===== src/rtl/cmd_bus_pkg.sv =====
package cmd_bus_pkg;

  typedef enum logic [1:0] {
    STR_1N  = 2'b00,
    STR_RSV = 2'b01,
    STR_2N  = 2'b10,
    STR_3N  = 2'b11
  } stretch_e;

  localparam int unsigned MAX_SPAN = 3;
  localparam int unsigned SPAN_W   = $clog2(MAX_SPAN + 1);

  // reserved code falls back to single-cycle timing
  function automatic logic [SPAN_W-1:0] span_of(stretch_e code);
    case (code)
      STR_2N:  span_of = SPAN_W'(2);
      STR_3N:  span_of = SPAN_W'(3);
      default: span_of = SPAN_W'(1);
    endcase
  endfunction

endpackage


===== src/rtl/cmd_mode_reg.sv =====
module cmd_mode_reg
  import cmd_bus_pkg::*;
(
  input  logic              clk_i,
  input  logic              rst_ni,
  input  logic              idle_i,
  input  logic [1:0]        stretch_code_i,
  input  logic              always_drive_i,
  output logic [SPAN_W-1:0] span_o,
  output logic              drive_q_o
);

  stretch_e str_q;
  logic     drv_q;

  // fields only move between commands
  always_ff @(posedge clk_i or negedge rst_ni) begin
    if (!rst_ni) begin
      str_q <= STR_2N;
      drv_q <= 1'b0;
    end else if (idle_i) begin
      str_q <= stretch_e'(stretch_code_i);
      drv_q <= always_drive_i;
    end
  end

  assign span_o    = span_of(str_q);
  assign drive_q_o = drv_q;

endmodule


===== src/rtl/cmd_stretch_seq.sv =====
module cmd_stretch_seq
  import cmd_bus_pkg::*;
#(
  parameter int unsigned      CMD_W     = 3,
  parameter int unsigned      ADDR_W    = 17,
  parameter int unsigned      NUM_RANKS = 2,
  parameter logic [CMD_W-1:0] NOP_CMD   = '1,
  localparam int unsigned     RANK_W    = (NUM_RANKS > 1) ? $clog2(NUM_RANKS) : 1
) (
  input  logic                 clk_i,
  input  logic                 rst_ni,
  input  logic                 valid_i,
  input  logic [CMD_W-1:0]     cmd_i,
  input  logic [ADDR_W-1:0]    addr_i,
  input  logic [RANK_W-1:0]    rank_i,
  input  logic [SPAN_W-1:0]    span_i,
  input  logic                 hold_idle_i,
  output logic                 ready_o,
  output logic                 busy_next_o,
  output logic [CMD_W-1:0]     cmd_o,
  output logic [ADDR_W-1:0]    addr_o,
  output logic [NUM_RANKS-1:0] cs_no
);

  logic [SPAN_W-1:0]    cnt_q;
  logic [RANK_W-1:0]    rank_q;
  logic [CMD_W-1:0]     cmd_q;
  logic [ADDR_W-1:0]    addr_q;
  logic [NUM_RANKS-1:0] cs_q;
  logic [NUM_RANKS-1:0] sel_new;
  logic [NUM_RANKS-1:0] sel_held;
  logic                 accept;
  logic                 in_window;

  for (genvar r = 0; r < NUM_RANKS; r++) begin : g_rank_dec
    assign sel_new[r]  = (rank_i == RANK_W'(r));
    assign sel_held[r] = (rank_q == RANK_W'(r));
  end

  assign in_window   = (cnt_q != '0);
  assign ready_o     = !in_window;
  assign accept      = valid_i && ready_o;
  assign busy_next_o = accept || in_window;

  always_ff @(posedge clk_i or negedge rst_ni) begin
    if (!rst_ni) begin
      cnt_q  <= '0;
      rank_q <= '0;
      cmd_q  <= NOP_CMD;
      addr_q <= '0;
      cs_q   <= '1;
    end else if (accept) begin
      cnt_q  <= span_i - SPAN_W'(1);
      rank_q <= rank_i;
      cmd_q  <= cmd_i;
      addr_q <= addr_i;
      cs_q   <= (span_i == SPAN_W'(1)) ? ~sel_new : '1;
    end else if (in_window) begin
      cnt_q <= cnt_q - SPAN_W'(1);
      // select only in the final cycle of the window
      cs_q  <= (cnt_q == SPAN_W'(1)) ? ~sel_held : '1;
    end else begin
      cs_q <= '1;
      if (!hold_idle_i) cmd_q <= NOP_CMD;
    end
  end

  assign cmd_o  = cmd_q;
  assign addr_o = addr_q;
  assign cs_no  = cs_q;

endmodule


===== src/rtl/bus_oe_ctrl.sv =====
module bus_oe_ctrl (
  input  logic clk_i,
  input  logic rst_ni,
  input  logic busy_next_i,
  input  logic drive_q_i,
  input  logic lp_state_i,
  output logic oe_o
);

  logic oe_q;

  always_ff @(posedge clk_i or negedge rst_ni) begin
    if (!rst_ni) oe_q <= 1'b0;
    else         oe_q <= busy_next_i || drive_q_i || !lp_state_i;
  end

  assign oe_o = oe_q;

endmodule


===== src/rtl/cmd_bus_drv.sv =====
module cmd_bus_drv
  import cmd_bus_pkg::*;
#(
  parameter int unsigned      CMD_W     = 3,
  parameter int unsigned      ADDR_W    = 17,
  parameter int unsigned      NUM_RANKS = 2,
  parameter logic [CMD_W-1:0] NOP_CMD   = '1,
  localparam int unsigned     RANK_W    = (NUM_RANKS > 1) ? $clog2(NUM_RANKS) : 1
) (
  input  logic                 clk_i,
  input  logic                 rst_ni,
  input  logic                 valid_i,
  output logic                 ready_o,
  input  logic [CMD_W-1:0]     cmd_i,
  input  logic [ADDR_W-1:0]    addr_i,
  input  logic [RANK_W-1:0]    rank_i,
  input  logic [1:0]           stretch_code_i,
  input  logic                 always_drive_i,
  input  logic [NUM_RANKS-1:0] cke_off_i,
  input  logic                 self_refresh_i,
  output logic [CMD_W-1:0]     cmd_o,
  output logic [ADDR_W-1:0]    addr_o,
  output logic [NUM_RANKS-1:0] cs_no,
  output logic                 oe_o
);

  logic [SPAN_W-1:0] span;
  logic              mode_drive_q;
  logic              busy_next;
  logic              lp_state;

  assign lp_state = (&cke_off_i) || self_refresh_i;

  cmd_mode_reg u_mode (
    .clk_i          (clk_i),
    .rst_ni         (rst_ni),
    .idle_i         (ready_o),
    .stretch_code_i (stretch_code_i),
    .always_drive_i (always_drive_i),
    .span_o         (span),
    .drive_q_o      (mode_drive_q)
  );

  cmd_stretch_seq #(
    .CMD_W     (CMD_W),
    .ADDR_W    (ADDR_W),
    .NUM_RANKS (NUM_RANKS),
    .NOP_CMD   (NOP_CMD)
  ) u_seq (
    .clk_i       (clk_i),
    .rst_ni      (rst_ni),
    .valid_i     (valid_i),
    .cmd_i       (cmd_i),
    .addr_i      (addr_i),
    .rank_i      (rank_i),
    .span_i      (span),
    .hold_idle_i (mode_drive_q),
    .ready_o     (ready_o),
    .busy_next_o (busy_next),
    .cmd_o       (cmd_o),
    .addr_o      (addr_o),
    .cs_no       (cs_no)
  );

  bus_oe_ctrl u_oe (
    .clk_i       (clk_i),
    .rst_ni      (rst_ni),
    .busy_next_i (busy_next),
    .drive_q_i   (mode_drive_q),
    .lp_state_i  (lp_state),
    .oe_o        (oe_o)
  );

endmodule


===== config.mk =====
export PLATFORM = sky130hd
export DESIGN_NAME = cmd_bus_drv
export DESIGN_NICKNAME = d
export VERILOG_FILES = /design/src/rtl/cmd_bus_pkg.sv /design/src/rtl/cmd_mode_reg.sv /design/src/rtl/cmd_stretch_seq.sv /design/src/rtl/bus_oe_ctrl.sv /design/src/rtl/cmd_bus_drv.sv
export SDC_FILE = /design/constraint.sdc
export NUM_CORES = 1
export LEC_CHECK = 0
export BUFFER_PORTS_ARGS = -buffer_cell sky130_fd_sc_hd__buf_2
export CAP_MARGIN = 25
export CORE_UTILIZATION = 44
export CTS_BUF_LIST = sky130_fd_sc_hd__clkbuf_8
export DETAILED_ROUTE_END_ITERATION = 10
export PLACE_DENSITY = 0.77
export SLEW_MARGIN = 20
export SYNTH_ARGS = -nofsm -noshare
export SYNTH_HDL_FRONTEND = slang
export SYNTH_SLANG_ARGS = --single-unit

===== constraint.sdc =====
create_clock -name clk_i -period 1.4 [get_ports clk_i]
set_input_delay 0.28 -clock clk_i [delete_from_list [all_inputs] [get_ports clk_i]]
set_output_delay 0.28 -clock clk_i [all_outputs]
set_load 0.1 [all_outputs]

# Word level (Yosys, flattened, before mapping)
# Cells that the tools add are included.
# totals
regBits	29
inputBits	30
output_inout_bits	24
# classes
addsub	2
eq_ne	6
muxes	10
bitwise	4
n_reduce_logical	11
# op_table
op	count
2-bit two-way mux	6
3-bit two-way mux	3
2-bit by 1-bit == test with 1-bit output (second input constant)	2
2-bit == test (second input constant)	2
1-bit logical OR	4
2-bit by 1-bit != test with 1-bit output (second input constant)	2
2-bit inverter	2
2-bit one-hot mux with 2 select lines	1
2-bit AND reduction	2
2-bit nonzero test	2
2-bit by 1-bit subtractor with 2-bit output (second input constant)	2
1-bit zero test	2
1-bit inverter	2
1-bit logical AND	1

# Logic depth before layout (Yosys ltp)
# depth
depth_word	6
depth_mapped	6
depth_no_buf	5

# Modules after synthesis
# A second synthesis with hierarchy kept.
# hier_totals
hier_cells	85
area_unflattened_um2	1251.2
# modules_own_cells
module	instances	cells_each	area_per_inst_um2	seq_area_each_um2
cmd_stretch_seq	1	74	1089.8	631.9
cmd_mode_reg	1	8	120.1	76.3
bus_oe_ctrl	1	2	33.8	25.0
cmd_bus_drv	1	1	7.5	0.0

# Worst setup path after synthesis
# No wires, ideal clock.
# synth_timing
path_type	reg-to-reg
from	register u_seq.cnt_q[0]
to	register u_seq.cmd_q[0] (netlist: u_seq.cmd_o[0])
t_arrival_ns	1.975
setup_slack_ns	-0.636
path_stages_with_launch	6
n_path_buf	1
path_cell_list	dfrtp_1 > inv_1 > ha_1 > buf_2 > a21boi_1 > o22a_1
# synth_via
elab_chain_len	5
# synth_rtl
element	line_no	text
start: declaration	cmd_stretch_seq.sv:25	logic [SPAN_W-1:0] cnt_q;
start signal: assignment	cmd_stretch_seq.sv:53	cnt_q <= span_i - SPAN_W'(1);
start signal: assignment	cmd_stretch_seq.sv:59	cnt_q <= cnt_q - SPAN_W'(1);
2-bit nonzero test (*)	cmd_stretch_seq.sv:40	assign in_window = (cnt_q != '0);
1-bit zero test (*)	cmd_stretch_seq.sv:41	assign ready_o = !in_window;
net ready_o	cmd_bus_drv.sv:13	output logic ready_o,
1-bit logical AND (*)	cmd_stretch_seq.sv:42	assign accept = valid_i && ready_o;
2-bit by 1-bit != test with 1-bit output (no source line)	--	
2-bit AND reduction (no source line)	--	
end signal: assignment	cmd_stretch_seq.sv:55	cmd_q <= cmd_i;
end: declaration	cmd_stretch_seq.sv:27	logic [CMD_W-1:0] cmd_q;
# Mark *: on every way through the listed nets, which the timed path passes. The rest lies on a longest branch.
# A chain may end at the register's enable or synchronous reset.

# Worst setup path in the final report
# layout_timing
from	register u_seq.cnt_q[1]
to	output ready_o
# layout_via
elab_chain_len	2
# layout_rtl
element	line_no
2-bit nonzero test	cmd_stretch_seq.sv:40
1-bit zero test	cmd_stretch_seq.sv:41
end: declaration	cmd_bus_drv.sv:13
# No other way between the ends.

==> impl_metrics.csv <==
group,metric,value,unit
setup_path,r2r_setup_slack,0.05,ns
routing,drtIter0Drc,19,
logic_synthesis,syn_avg_cell_area,14.5,um^2
routing,ant_nets,0,
logic_synthesis,yosys.area_share.simple,7.16,%
floorplan,die_area,3120,um^2
logic_synthesis,ys_types,27,
logic_synthesis,synth_top_area_share,45.1,%
cts,clk_latency,0.28,ns
outcome,status,"complete, but fails checks",
floorplan,initial_core_util,46.3,%
setup_path,critPathLaunchType,"register",
layout,antenna_cells,0,
cts,ctsLongestPathBuffers,2,
setup_path,path_class,"register to output port",
logic_synthesis,synth_top_family_by_area,"multiplexers",
cts,cts_buffers,5,
setup_path,cp_max_fo,4,
setup_path,critPathRequiredTime,1.12,ns
timing,hold_viol,0,
cts,cts-root-buf,"clkbuf_8",
global_routing,grt_pass1_wl,3810,um
setup_path,reg2reg_from,"u_seq.cnt_q[1]",
logic_synthesis,yosys.area_share.xor_xnor,0.686,%
cts,ctsHoldBuffers,0,
flow_run,maxCapViolCount,0,
place,gp_congestion,0.778,
layout,drive_gt1_share,62.6,%
global_routing,globalRouteOverflowTotal,0,
timing,rsz0062_at_grt,"yes",
timing,finalMaxSlewViolations,0,
layout,area_growth,40.0,%
place,port_buffers,53,
logic_synthesis,yosysWarnings,0,
floorplan,die_w,55.9,um
timing,worst_slack,-0.00139,ns
logic_synthesis,ys_seq_elements,29,
logic_synthesis,syn_inst,88,
timing,post-route-min-period,1.40,ns
hold_path,hold_path.class,"input pin to async pin",
routing,wl,2410,um
setup_path,reg2reg_depth,4,
logic_synthesis,synth-compound-area-share,6.96,%
timing,finalSetupViolations,1,
cts,cts_tree,"built",
timing,fin_tns_setup,-0.00139,ns
floorplan,row_count,19,
global_routing,grt_max_degree,30,
global_routing,grt_pass1_vias,849,
setup_path,worst_ep_arrival_time,1.12,ns
logic_synthesis,synth.area.top_cells,"dfrtp_1 (45%), dfstp_2 (12%), mux2_4 (12%), mux2_2 (7.1%), ha_1 (2.9%)",
global_routing,grt.met1_usage,20.9,%
layout,fill_cells,218,
global_routing,met2_usage,24.8,%
outcome,violations,"negative setup slack",
routing,vias,885,
timing,worst_pin_slew,0.630,ns
layout,nets,179,
floorplan,core,2760,um^2
logic_synthesis,netlist.top_cell.by_area,"dfrtp_1",
floorplan,io_pins,54,
routing,dr.pass1.iters,4,
setup_path,worst_setup_path_end_kind,"output port",
layout,seq_area,733,um^2
timing,slew_headroom,58.0,%
global_routing,met3_usage,8.14,%
global_routing,grt_usage,16.8,%
logic_synthesis,synthMuxAreaShare,19.6,%
logic_synthesis,synth_seq_area_share,57.5,%
layout,multiInputGateArea,513,um^2
cts,cts_sinks,29,
timing,period_share,100,%
logic_synthesis,synth_fp_nets,121,
routing,drc,0,
routing,routedWlPerCell,13.5,um
floorplan,die_h,55.9,um
logic_synthesis,synth_fa_ha_area_share,2.94,%
logic_synthesis,synth_area,1280,um^2
cts,htree_levels,2,
setup_path,timing.rr.end,"u_seq.addr_o[2]",
timing,fin_skew,0.00334,ns
routing,viasPerCell,4.97,
setup_path,critPathLaunch,"u_seq.cnt_q[1]",
cts,clkSlewWorstSetupHoldPaths,0.06,ns
global_routing,antenna_found_initial,0,
global_routing,gr-max-usage-layer,"met2",
timing,max_freq,714,MHz
through the flow:
step                      setup slack, ns  util [%]  hold slack, ns  cell area, um^2  instances
after global routing              -0.0449      64.8          0.0624             1790        178
final                            -0.00139      64.8          0.0162             1790        178
after global placement              0.123      60.0           0.319             1660        169
after detailed placement           0.0627      60.0           0.339             1660        169
after CTS                      -0.0000639      64.5          0.0358             1780        178
after floorplan                  0.000148         -         -0.0156             1310         88
cell usage in the layout (no fill, tap or decap), types with 2 or more instances in the layout:
cell	count
buf_12	6
a21oi_1	2
nand2_1	5
nor3b_1	2
mux2_2	8
mux2_4	10
clkbuf_8	6
ha_4	2
buf_4	2
nor2_1	3
inv_1	3
dfstp_2	6
o21ai_0	3
inv_2	2
nand3_1	2
dfrtp_1	23
o22a_1	3
buf_2	47
cell families (layout without fill, tap and decap cells):
kind of cell             after synthesis  after routing
AO/OA/AOI/OAI                         13             13
XOR/XNOR                               1              1
adder cells (fa/ha/maj)                3              3
buffers and inverters                  8             67
flip-flops                            29             29
multiplexers                          19             19
AND/OR/NAND/NOR                       15             15
cells in the mapped netlist, drive strengths merged:
master  instances
a31oi           1
o21ai           3
dfrtp          23
o211ai          1
xnor2           1
nand3           2
nand2           6
a21boi          1
buf             4
o22a            3
or4b            1
a41oi           1
inv             4
o21a            1
ha              3
mux2           18
mux2i           1
dfstp           6
nor3b           2
a21oi           2
nor2            3
nand2b          1
worst max-delay path, stage by stage (launching register included):
cell,delay (ns)
dfrtp_1,0.39
inv_2,0.11
ha_4,0.16
buf_12,0.17
per-layer routing:
metal	routed length, um	vias to the layer above
met5	0	-
met4	46	0
met3	215	5
met2	1050	41
met1	1100	420
li1	-	419
flip-flops by register name, indices dropped and copies added, names as in the netlist:
signal,cells
u_mode.drive_q_o,1
u_mode.str_q,2
u_oe.oe_o,1
u_seq.addr_o,17
u_seq.cmd_o,3
u_seq.cnt_q,2
u_seq.cs_no,2
u_seq.rank_q,1
final cells by class:
type | count | area share, %
tap | 31 | 2.17
clock buffer | 6 | 4.62
timing repair buffer | 55 | 20.7
clock inverter | 2 | 1.89
sequential | 29 | 41.0
multi-input combinational | 51 | 28.7
inverter | 4 | 0.840
worst max-delay path by stage:
stage | endpoint | depth (start not counted) | slack [ns]
3_3_place_gp | u_seq.addr_o[11] | 4 | 0.12
4_1_cts | ready_o | 3 | -0.00006
2_1_floorplan | u_seq.addr_o[0] | 6 | 0.0001
6_report | ready_o | 3 | -0.001
3_5_place_dp | u_seq.cmd_o[1] | 5 | 0.06
5_1_grt | ready_o | 3 | -0.04
repair_timing:
item	4_1_cts	5_1_grt
setup buffers	1	0
gates resized for setup	0	1
pin swaps	1	1
setup endpoints to repair	1	4
Power is left out: the tool's default activity adds up to more than one toggle a clock period on the data nets, which glitch-free logic cannot reach.
